==> src/rtl/iport_cls_pkg.sv <==
package iport_cls_pkg;
  localparam int NUM_CLS = 5;
  localparam int CLS_W   = 3;

  function automatic logic [CLS_W-1:0] cls_succ(input logic [CLS_W-1:0] c);
    return (c == CLS_W'(NUM_CLS - 1)) ? '0 : c + 1'b1;
  endfunction
endpackage

==> src/rtl/iport_free_alloc.sv <==
module iport_free_alloc #(
  parameter int DEPTH = 8,
  localparam int PTR_W = $clog2(DEPTH)
) (
  input  logic             clk,
  input  logic             rst,
  input  logic             alloc_en,
  input  logic             free_en,
  input  logic [PTR_W-1:0] free_idx,
  output logic [PTR_W-1:0] alloc_idx,
  output logic             any_free
);
  logic [DEPTH-1:0] free_q;

  // lowest free entry wins
  always_comb begin
    alloc_idx = '0;
    for (int i = DEPTH - 1; i >= 0; i--) begin
      if (free_q[i]) alloc_idx = PTR_W'(i);
    end
  end

  assign any_free = |free_q;

  always_ff @(posedge clk) begin
    if (rst) begin
      free_q <= '1;
    end else begin
      free_q <= (free_q & ~(DEPTH'(alloc_en) << alloc_idx))
              | (DEPTH'(free_en) << free_idx);
    end
  end
endmodule

==> src/rtl/iport_link_store.sv <==
module iport_link_store #(
  parameter int DEPTH  = 8,
  parameter int DATA_W = 8,
  parameter int DST_W  = 2,
  localparam int PTR_W = $clog2(DEPTH)
) (
  input  logic              clk,
  input  logic              wr_en,
  input  logic [PTR_W-1:0]  wr_idx,
  input  logic [DATA_W-1:0] wr_data,
  input  logic [DST_W-1:0]  wr_dst,
  input  logic              lk_en,
  input  logic [PTR_W-1:0]  lk_idx,
  input  logic [PTR_W-1:0]  lk_val,
  input  logic [PTR_W-1:0]  rd_idx,
  output logic [DATA_W-1:0] rd_data,
  output logic [DST_W-1:0]  rd_dst,
  output logic [PTR_W-1:0]  rd_next
);
  logic [DATA_W-1:0] data_mem [DEPTH];
  logic [DST_W-1:0]  dst_mem  [DEPTH];
  logic [PTR_W-1:0]  next_mem [DEPTH];

  always_ff @(posedge clk) begin
    if (wr_en) begin
      data_mem[wr_idx] <= wr_data;
      dst_mem[wr_idx]  <= wr_dst;
    end
    if (lk_en) next_mem[lk_idx] <= lk_val;
  end

  assign rd_data = data_mem[rd_idx];
  assign rd_dst  = dst_mem[rd_idx];
  assign rd_next = next_mem[rd_idx];
endmodule

==> src/rtl/iport_rr_pick.sv <==
module iport_rr_pick
  import iport_cls_pkg::*;
(
  input  logic [NUM_CLS-1:0] nonempty,
  input  logic [CLS_W-1:0]   ptr,
  output logic [CLS_W-1:0]   sel,
  output logic               any
);
  always_comb begin
    any = 1'b0;
    sel = '0;
    // scan from farthest offset down so the nearest non-empty class wins
    for (int i = NUM_CLS - 1; i >= 0; i--) begin
      int k;
      k = int'(ptr) + i;
      if (k >= NUM_CLS) k = k - NUM_CLS;
      if (nonempty[k]) begin
        any = 1'b1;
        sel = CLS_W'(k);
      end
    end
  end
endmodule

==> src/rtl/iport_cls_ctrl.sv <==
module iport_cls_ctrl
  import iport_cls_pkg::*;
#(
  parameter int NUM_OUT = 4,
  parameter int DEPTH   = 8,
  parameter int DATA_W  = 8,
  parameter int DROP_W  = 8,
  localparam int DST_W  = $clog2(NUM_OUT),
  localparam int PTR_W  = $clog2(DEPTH),
  localparam int CNT_W  = $clog2(DEPTH + 1)
) (
  input  logic              clk,
  input  logic              rst,
  input  logic              in_valid,
  input  logic [CLS_W-1:0]  in_cls,
  input  logic [DST_W-1:0]  in_dst,
  input  logic [DATA_W-1:0] in_data,
  output logic [NUM_OUT-1:0] req_o,
  input  logic              ack_i,
  output logic              out_valid,
  output logic [DATA_W-1:0] out_data,
  output logic [CLS_W-1:0]  out_cls,
  output logic [DST_W-1:0]  out_dst,
  output logic [DROP_W-1:0] drop_cnt
);
  logic [PTR_W-1:0] head_q [NUM_CLS];
  logic [PTR_W-1:0] tail_q [NUM_CLS];
  logic [CNT_W-1:0] cnt_q  [NUM_CLS];
  logic [CLS_W-1:0] ptr_q;

  logic [NUM_CLS-1:0] nonempty;
  logic [NUM_CLS-1:0] enq_hit;
  logic [NUM_CLS-1:0] deq_hit;
  logic [CLS_W-1:0]   sel;
  logic               any_req;
  logic               any_free;
  logic [PTR_W-1:0]   alloc_idx;
  logic [PTR_W-1:0]   rd_next;
  logic [DST_W-1:0]   rd_dst;
  logic [DATA_W-1:0]  rd_data;
  logic               cls_ok, enq_ok, deq, drop;
  logic [PTR_W-1:0]   in_tail;
  logic [CNT_W-1:0]   in_cnt;

  assign cls_ok = in_cls < CLS_W'(NUM_CLS);
  assign enq_ok = in_valid && cls_ok && any_free;
  assign drop   = in_valid && !enq_ok;
  assign deq    = ack_i && any_req;

  // per-class strobes
  for (genvar c = 0; c < NUM_CLS; c++) begin : g_cls
    assign nonempty[c] = cnt_q[c] != '0;
    assign enq_hit[c]  = enq_ok && (in_cls == CLS_W'(c));
    assign deq_hit[c]  = deq && (sel == CLS_W'(c));
  end

  always_comb begin
    in_tail = '0;
    in_cnt  = '0;
    for (int c = 0; c < NUM_CLS; c++) begin
      if (in_cls == CLS_W'(c)) begin
        in_tail = tail_q[c];
        in_cnt  = cnt_q[c];
      end
    end
  end

  iport_rr_pick u_pick (
    .nonempty (nonempty),
    .ptr      (ptr_q),
    .sel      (sel),
    .any      (any_req)
  );

  iport_free_alloc #(.DEPTH(DEPTH)) u_free (
    .clk       (clk),
    .rst       (rst),
    .alloc_en  (enq_ok),
    .free_en   (deq),
    .free_idx  (head_q[sel]),
    .alloc_idx (alloc_idx),
    .any_free  (any_free)
  );

  iport_link_store #(.DEPTH(DEPTH), .DATA_W(DATA_W), .DST_W(DST_W)) u_store (
    .clk     (clk),
    .wr_en   (enq_ok),
    .wr_idx  (alloc_idx),
    .wr_data (in_data),
    .wr_dst  (in_dst),
    .lk_en   (enq_ok && in_cnt != '0),
    .lk_idx  (in_tail),
    .lk_val  (alloc_idx),
    .rd_idx  (head_q[sel]),
    .rd_data (rd_data),
    .rd_dst  (rd_dst),
    .rd_next (rd_next)
  );

  always_ff @(posedge clk) begin
    if (rst) begin
      for (int c = 0; c < NUM_CLS; c++) begin
        head_q[c] <= '0;
        tail_q[c] <= '0;
        cnt_q[c]  <= '0;
      end
    end else begin
      for (int c = 0; c < NUM_CLS; c++) begin
        if (enq_hit[c] && (cnt_q[c] == '0 || (deq_hit[c] && cnt_q[c] == CNT_W'(1))))
          head_q[c] <= alloc_idx;
        else if (deq_hit[c])
          head_q[c] <= rd_next;
        if (enq_hit[c]) tail_q[c] <= alloc_idx;
        cnt_q[c] <= cnt_q[c] + CNT_W'(enq_hit[c]) - CNT_W'(deq_hit[c]);
      end
    end
  end

  // pointer: past the served class on ack, parked on it while blocked
  always_ff @(posedge clk) begin
    if (rst) ptr_q <= '0;
    else if (any_req) ptr_q <= ack_i ? cls_succ(sel) : sel;
  end

  always_ff @(posedge clk) begin
    if (rst) drop_cnt <= '0;
    else if (drop && drop_cnt != '1) drop_cnt <= drop_cnt + 1'b1;
  end

  assign req_o     = any_req ? (NUM_OUT'(1) << rd_dst) : '0;
  assign out_valid = deq;
  assign out_data  = rd_data;
  assign out_cls   = sel;
  assign out_dst   = rd_dst;
endmodule

==> config.mk <==
export PLATFORM = sky130hd
export DESIGN_NAME = iport_cls_ctrl
export DESIGN_NICKNAME = d
export VERILOG_FILES = /design/src/rtl/iport_cls_pkg.sv /design/src/rtl/iport_free_alloc.sv /design/src/rtl/iport_link_store.sv /design/src/rtl/iport_rr_pick.sv /design/src/rtl/iport_cls_ctrl.sv
export SDC_FILE = /design/constraint.sdc
export NUM_CORES = 1
export LEC_CHECK = 0
export ABC_AREA = 0
export BUFFER_PORTS_ARGS = -buffer_cell sky130_fd_sc_hd__buf_2
export CAP_MARGIN = 20
export CORE_AREA = 3 3 126 188
export CTS_CLUSTER_DIAMETER = 150
export DETAILED_ROUTE_END_ITERATION = 10
export DIE_AREA = 0 0 129 191
export GPL_TIMING_DRIVEN = 0
export PLACE_DENSITY = 0.61
export SLEW_MARGIN = 30
export SYNTH_ARGS = -nofsm -noshare
export SYNTH_HDL_FRONTEND = slang
export SYNTH_HIERARCHICAL = 1
export SYNTH_SLANG_ARGS = --single-unit
==> constraint.sdc <==
create_clock -name clk -period 13.6 [get_ports clk]
set_clock_uncertainty 0.15 [all_clocks]
set_input_delay 2.04 -clock clk [delete_from_list [all_inputs] [get_ports clk]]
set_output_delay 2.04 -clock clk [all_outputs]
set_load 0.02 [all_outputs]
==> out/qor.json <==
{
  "area_growth_pct": 12.7,
  "critical_path.startpoint": "ptr_q[1]$_SDFFE_PP0P_",
  "layout_cells_sized_above_1_pct": 19.2,
  "setup.reg_to_reg.worst_slack_ns": 7.21,
  "synth_nets": 843,
  "postCtsSetupRepairBufs": 0,
  "largest_net_degree_at_the_start_of_global_routing": 20,
  "globalRoute.totalOverflow": 0,
  "routed-via-count": 6374,
  "post_detailed_route_via_to_cell_ratio": 5.64,
  "core_area_sq_mm": 0.0223,
  "die_area_sq_mm": 0.0246,
  "period_minus_slack_ns": 8.66,
  "dp_hpwl_mm": 16.1,
  "die_h_um": 191,
  "netlist_area_sq_mm": 0.00971,
  "placement_rows": 67,
  "finish.net_count": 908,
  "drc_errors": 0,
  "starting_density_of_the_core_pct": 43.5,
  "rsz0062_at_grt": "no",
  "crit_type": "flip-flop to output port",
  "yosysUniqueCellTypes": 100,
  "worstSetupStartpointType": "flip-flop",
  "timing.hold.worst.class": "flip-flop to flip-flop",
  "cts-htree-levels": 4,
  "cts_buffers": 17,
  "synth.ff_latch_count": 173,
  "reg2regPathDepth": 20,
  "grt_pass1_vias": 6447,
  "cts.reportedPaths.clkPinSlew_ns": 0.07,
  "nFillCells": 1971,
  "rr_startpoint": "ptr_q[1]$_SDFFE_PP0P_",
  "io_buffer_count": 41,
  "tns_ns": 0,
  "ant_nets": 0,
  "finalCritPeriodShare_pct": 63.7,
  "synth_ff_type": "sky130_fd_sc_hd__edfxtp_1",
  "tritoncts_num_sinks": 173,
  "syn_avg_cell_area_sq_um": 12.5,
  "status": "completed",
  "dr.first_iter.drc_count": 295,
  "antenna_found_initial": 0,
  "worst_setup_path_endpoint": "req_o[1]",
  "async_reset_ff_share_pct": 0,
  "critical_path.endpoint_type": "output port",
  "wire_length_of_the_first_global_routing_pass_mm": 34.6,
  "cap_violations": 0,
  "n_antenna_cell": 0,
  "slew-limit-headroom_pct": 47.9,
  "critical_path.reg2reg.endpoint": "head_q[4][1]$_DFFE_PP_",
  "ctsLongestPathBuffers": 2,
  "postRouteWirelength_mm": 21.6,
  "worst-endpoint-arrival_ns": 6.47,
  "ctsHoldBuffers": 0,
  "timing.critical_path.fanout_max": 11,
  "ctsRootBufferMaster": "sky130_fd_sc_hd__clkbuf_16",
  "detail_route.wl_per_cell_um": 19.1,
  "yosys_warnings": 6,
  "gp_congestion": 0.800,
  "final_max_slew_viol_count": 0,
  "grt_usage_pct": 18.3,
  "clk_latency_ns": 0.43,
  "synth.yosys.seq_area_share_pct": 49.5,
  "cp.required_ns": 11.41,
  "setup_viol": 0,
  "postCtsResizedCells": 0,
  "drt_pre_antenna_iters": 5,
  "io-pin-count": 43,
  "fmax_ghz": 0.115,
  "tritoncts": "yes",
  "worst_slew_pin_tran_ns": 0.778,
  "report.final.hold_viol_count": 0,
  "worst_hold_slack_ns": 0.356,
  "synth-edff-count": 134,
  "synthesis.instances": 776,
  "chipWidth_um": 129
}
how the worst min path moves through the flow:
| stage | from | to | slack, ns | cells past startpoint |
|---|---|---|---|---|
| 2_1_floorplan | u_free/free_q[7]$_SDFF_PP1_ | u_free/free_q[7]$_SDFF_PP1_ | 0.31 | 2 |
| 3_3_place_gp | drop_cnt[6]$_SDFFE_PP0P_ | drop_cnt[6]$_SDFFE_PP0P_ | 0.33 | 2 |
| 3_5_place_dp | u_free/free_q[7]$_SDFF_PP1_ | u_free/free_q[7]$_SDFF_PP1_ | 0.34 | 2 |
| 4_1_cts | drop_cnt[6]$_SDFFE_PP0P_ | drop_cnt[6]$_SDFFE_PP0P_ | 0.35 | 2 |
| 5_1_grt | drop_cnt[6]$_SDFFE_PP0P_ | drop_cnt[6]$_SDFFE_PP0P_ | 0.38 | 2 |
| 6_report | drop_cnt[6]$_SDFFE_PP0P_ | drop_cnt[6]$_SDFFE_PP0P_ | 0.36 | 2 |
registers in the layout (all words and copies together), names as in the netlist:
register          cells
u_store/data_mem     64
drop_cnt              8
tail_q               15
u_store/dst_mem      16
u_free/free_q         8
cnt_q                20
ptr_q                 3
head_q               15
u_store/next_mem     24
cells by family after synthesis:
logic type | Yosys count | share of synthesized area, %
AND/OR/NAND/NOR | 227 | 13.0
AO/OA/AOI/OAI | 135 | 10.8
buffers and inverters | 92 | 4.42
adder cells (fa/ha/maj) | 50 | 6.83
flip-flops | 173 | 49.5
XOR/XNOR | 19 | 1.71
multiplexers | 80 | 13.7
cells in the mapped netlist (all sizes together) (5+ instances only):
| master | instances | area, sq um |
|---|---|---|
| edfxtp | 134 | 4020 |
| inv | 58 | 218 |
| nor2 | 58 | 218 |
| ha | 45 | 563 |
| a21oi | 43 | 230 |
| dfxtp | 39 | 781 |
| nand2 | 36 | 135 |
| mux4 | 33 | 837 |
| mux2i | 30 | 300 |
| buf | 24 | 174 |
| o21ai | 21 | 113 |
| nand2b | 19 | 119 |
| nand3 | 19 | 100 |
| mux2 | 17 | 195 |
| nor3 | 16 | 85.1 |
| nor2b | 12 | 75.1 |
| xnor2 | 12 | 105 |
| a211oi | 10 | 103 |
| clkbuf | 10 | 37.5 |
| a21o | 9 | 67.6 |
| and3 | 9 | 61.3 |
| xor2 | 7 | 61.3 |
| and2 | 6 | 37.5 |
| nor3b | 6 | 45.0 |
| nor4 | 6 | 37.5 |
| or3b | 6 | 55.1 |
| a31oi | 5 | 31.3 |
| fa | 5 | 100 |
| o31ai | 5 | 42.5 |
| or3 | 5 | 31.3 |
cell type report:
type | instances | area, sq um | area share [%]
Buffer | 34 | 211 | 1.93
Clock buffer | 17 | 425 | 3.89
Inverter | 58 | 218 | 1.99
Tap cell | 276 | 345 | 3.16
Clock inverter | 15 | 189 | 1.73
Sequential cell | 173 | 4800 | 43.9
Multi-Input combinational cell | 511 | 4500 | 41.2
Timing Repair Buffer | 46 | 244 | 2.23
critical path: stages, from the launching register on:
cell and delay, ns:
sky130_fd_sc_hd__dfxtp_1 0.65, sky130_fd_sc_hd__inv_1 0.34, sky130_fd_sc_hd__ha_1 0.27, sky130_fd_sc_hd__inv_1 0.09
sky130_fd_sc_hd__ha_1 0.29, sky130_fd_sc_hd__buf_2 0.21, sky130_fd_sc_hd__o32ai_1 0.34, sky130_fd_sc_hd__o311ai_1 0.23
sky130_fd_sc_hd__a211oi_4 0.31, sky130_fd_sc_hd__o31ai_1 0.17, sky130_fd_sc_hd__o211ai_1 0.53, sky130_fd_sc_hd__clkbuf_2 0.28
sky130_fd_sc_hd__mux4_2 0.51, sky130_fd_sc_hd__nand2_1 0.09, sky130_fd_sc_hd__nand2_1 0.19, sky130_fd_sc_hd__buf_6 0.22
sky130_fd_sc_hd__buf_6 0.16, sky130_fd_sc_hd__mux4_1 0.44, sky130_fd_sc_hd__mux2_2 0.33, sky130_fd_sc_hd__and3b_1 0.21
sky130_fd_sc_hd__buf_2 0.16
per-layer routing:
metal  track usage, %  share of wire (%)  vias up
met5                0                  0        -
met4             5.09                1.6        0
met3             3.13                3.3       27
met2             35.5                 57      125
met1             19.9                 38     3144
li1                 -                  -     3078
per-stage QoR:
| step | util, % | setup slack [ns] | std cells | area, sq um |
|---|---|---|---|---|
| CTS | 49.0 | 4.76 | 1129 | 10900 |
| global route | 49.1 | 4.52 | 1130 | 10900 |
| detailed placement | 46.3 | 5.26 | 1097 | 10300 |
| finish | 49.1 | 4.94 | 1130 | 10900 |
| floorplan | - | 5.89 | 776 | 9710 |
| global placement | 46.0 | 5.21 | 1093 | 10300 |
cells in the final DEF (no fill, tap or decap), types with 4 or more instances in the layout:
| master | count |
|---|---|
| sky130_fd_sc_hd__edfxtp_1 | 134 |
| sky130_fd_sc_hd__inv_1 | 57 |
| sky130_fd_sc_hd__buf_2 | 51 |
| sky130_fd_sc_hd__nor2_1 | 51 |
| sky130_fd_sc_hd__ha_1 | 45 |
| sky130_fd_sc_hd__a21oi_1 | 41 |
| sky130_fd_sc_hd__dfxtp_1 | 39 |
| sky130_fd_sc_hd__nand2_1 | 36 |
| sky130_fd_sc_hd__mux2i_1 | 30 |
| sky130_fd_sc_hd__mux4_1 | 25 |
| sky130_fd_sc_hd__nand2b_1 | 19 |
| sky130_fd_sc_hd__nand3_1 | 18 |
| sky130_fd_sc_hd__o21ai_0 | 17 |
| sky130_fd_sc_hd__clkbuf_16 | 17 |
| sky130_fd_sc_hd__mux2_2 | 16 |
| sky130_fd_sc_hd__nor3_1 | 13 |
| sky130_fd_sc_hd__nor2b_1 | 12 |
| sky130_fd_sc_hd__xnor2_1 | 12 |
| sky130_fd_sc_hd__clkbuf_1 | 10 |
| sky130_fd_sc_hd__a21o_1 | 9 |
| sky130_fd_sc_hd__buf_6 | 9 |
| sky130_fd_sc_hd__and3_1 | 8 |
| sky130_fd_sc_hd__mux4_2 | 8 |
| sky130_fd_sc_hd__xor2_1 | 7 |
| sky130_fd_sc_hd__nor2_2 | 7 |
| sky130_fd_sc_hd__buf_4 | 6 |
| sky130_fd_sc_hd__nor3b_1 | 6 |
| sky130_fd_sc_hd__nor4_1 | 6 |
| sky130_fd_sc_hd__a211oi_1 | 6 |
| sky130_fd_sc_hd__inv_8 | 6 |
| sky130_fd_sc_hd__and2_1 | 5 |
| sky130_fd_sc_hd__or3_1 | 5 |
| sky130_fd_sc_hd__a31oi_1 | 5 |
| sky130_fd_sc_hd__fa_1 | 5 |
| sky130_fd_sc_hd__nand3b_1 | 4 |
| sky130_fd_sc_hd__o31ai_1 | 4 |
| sky130_fd_sc_hd__inv_6 | 4 |
Power is left out: the tool's default activity adds up to more than one toggle a clock period on the data nets, which glitch-free logic cannot reach.
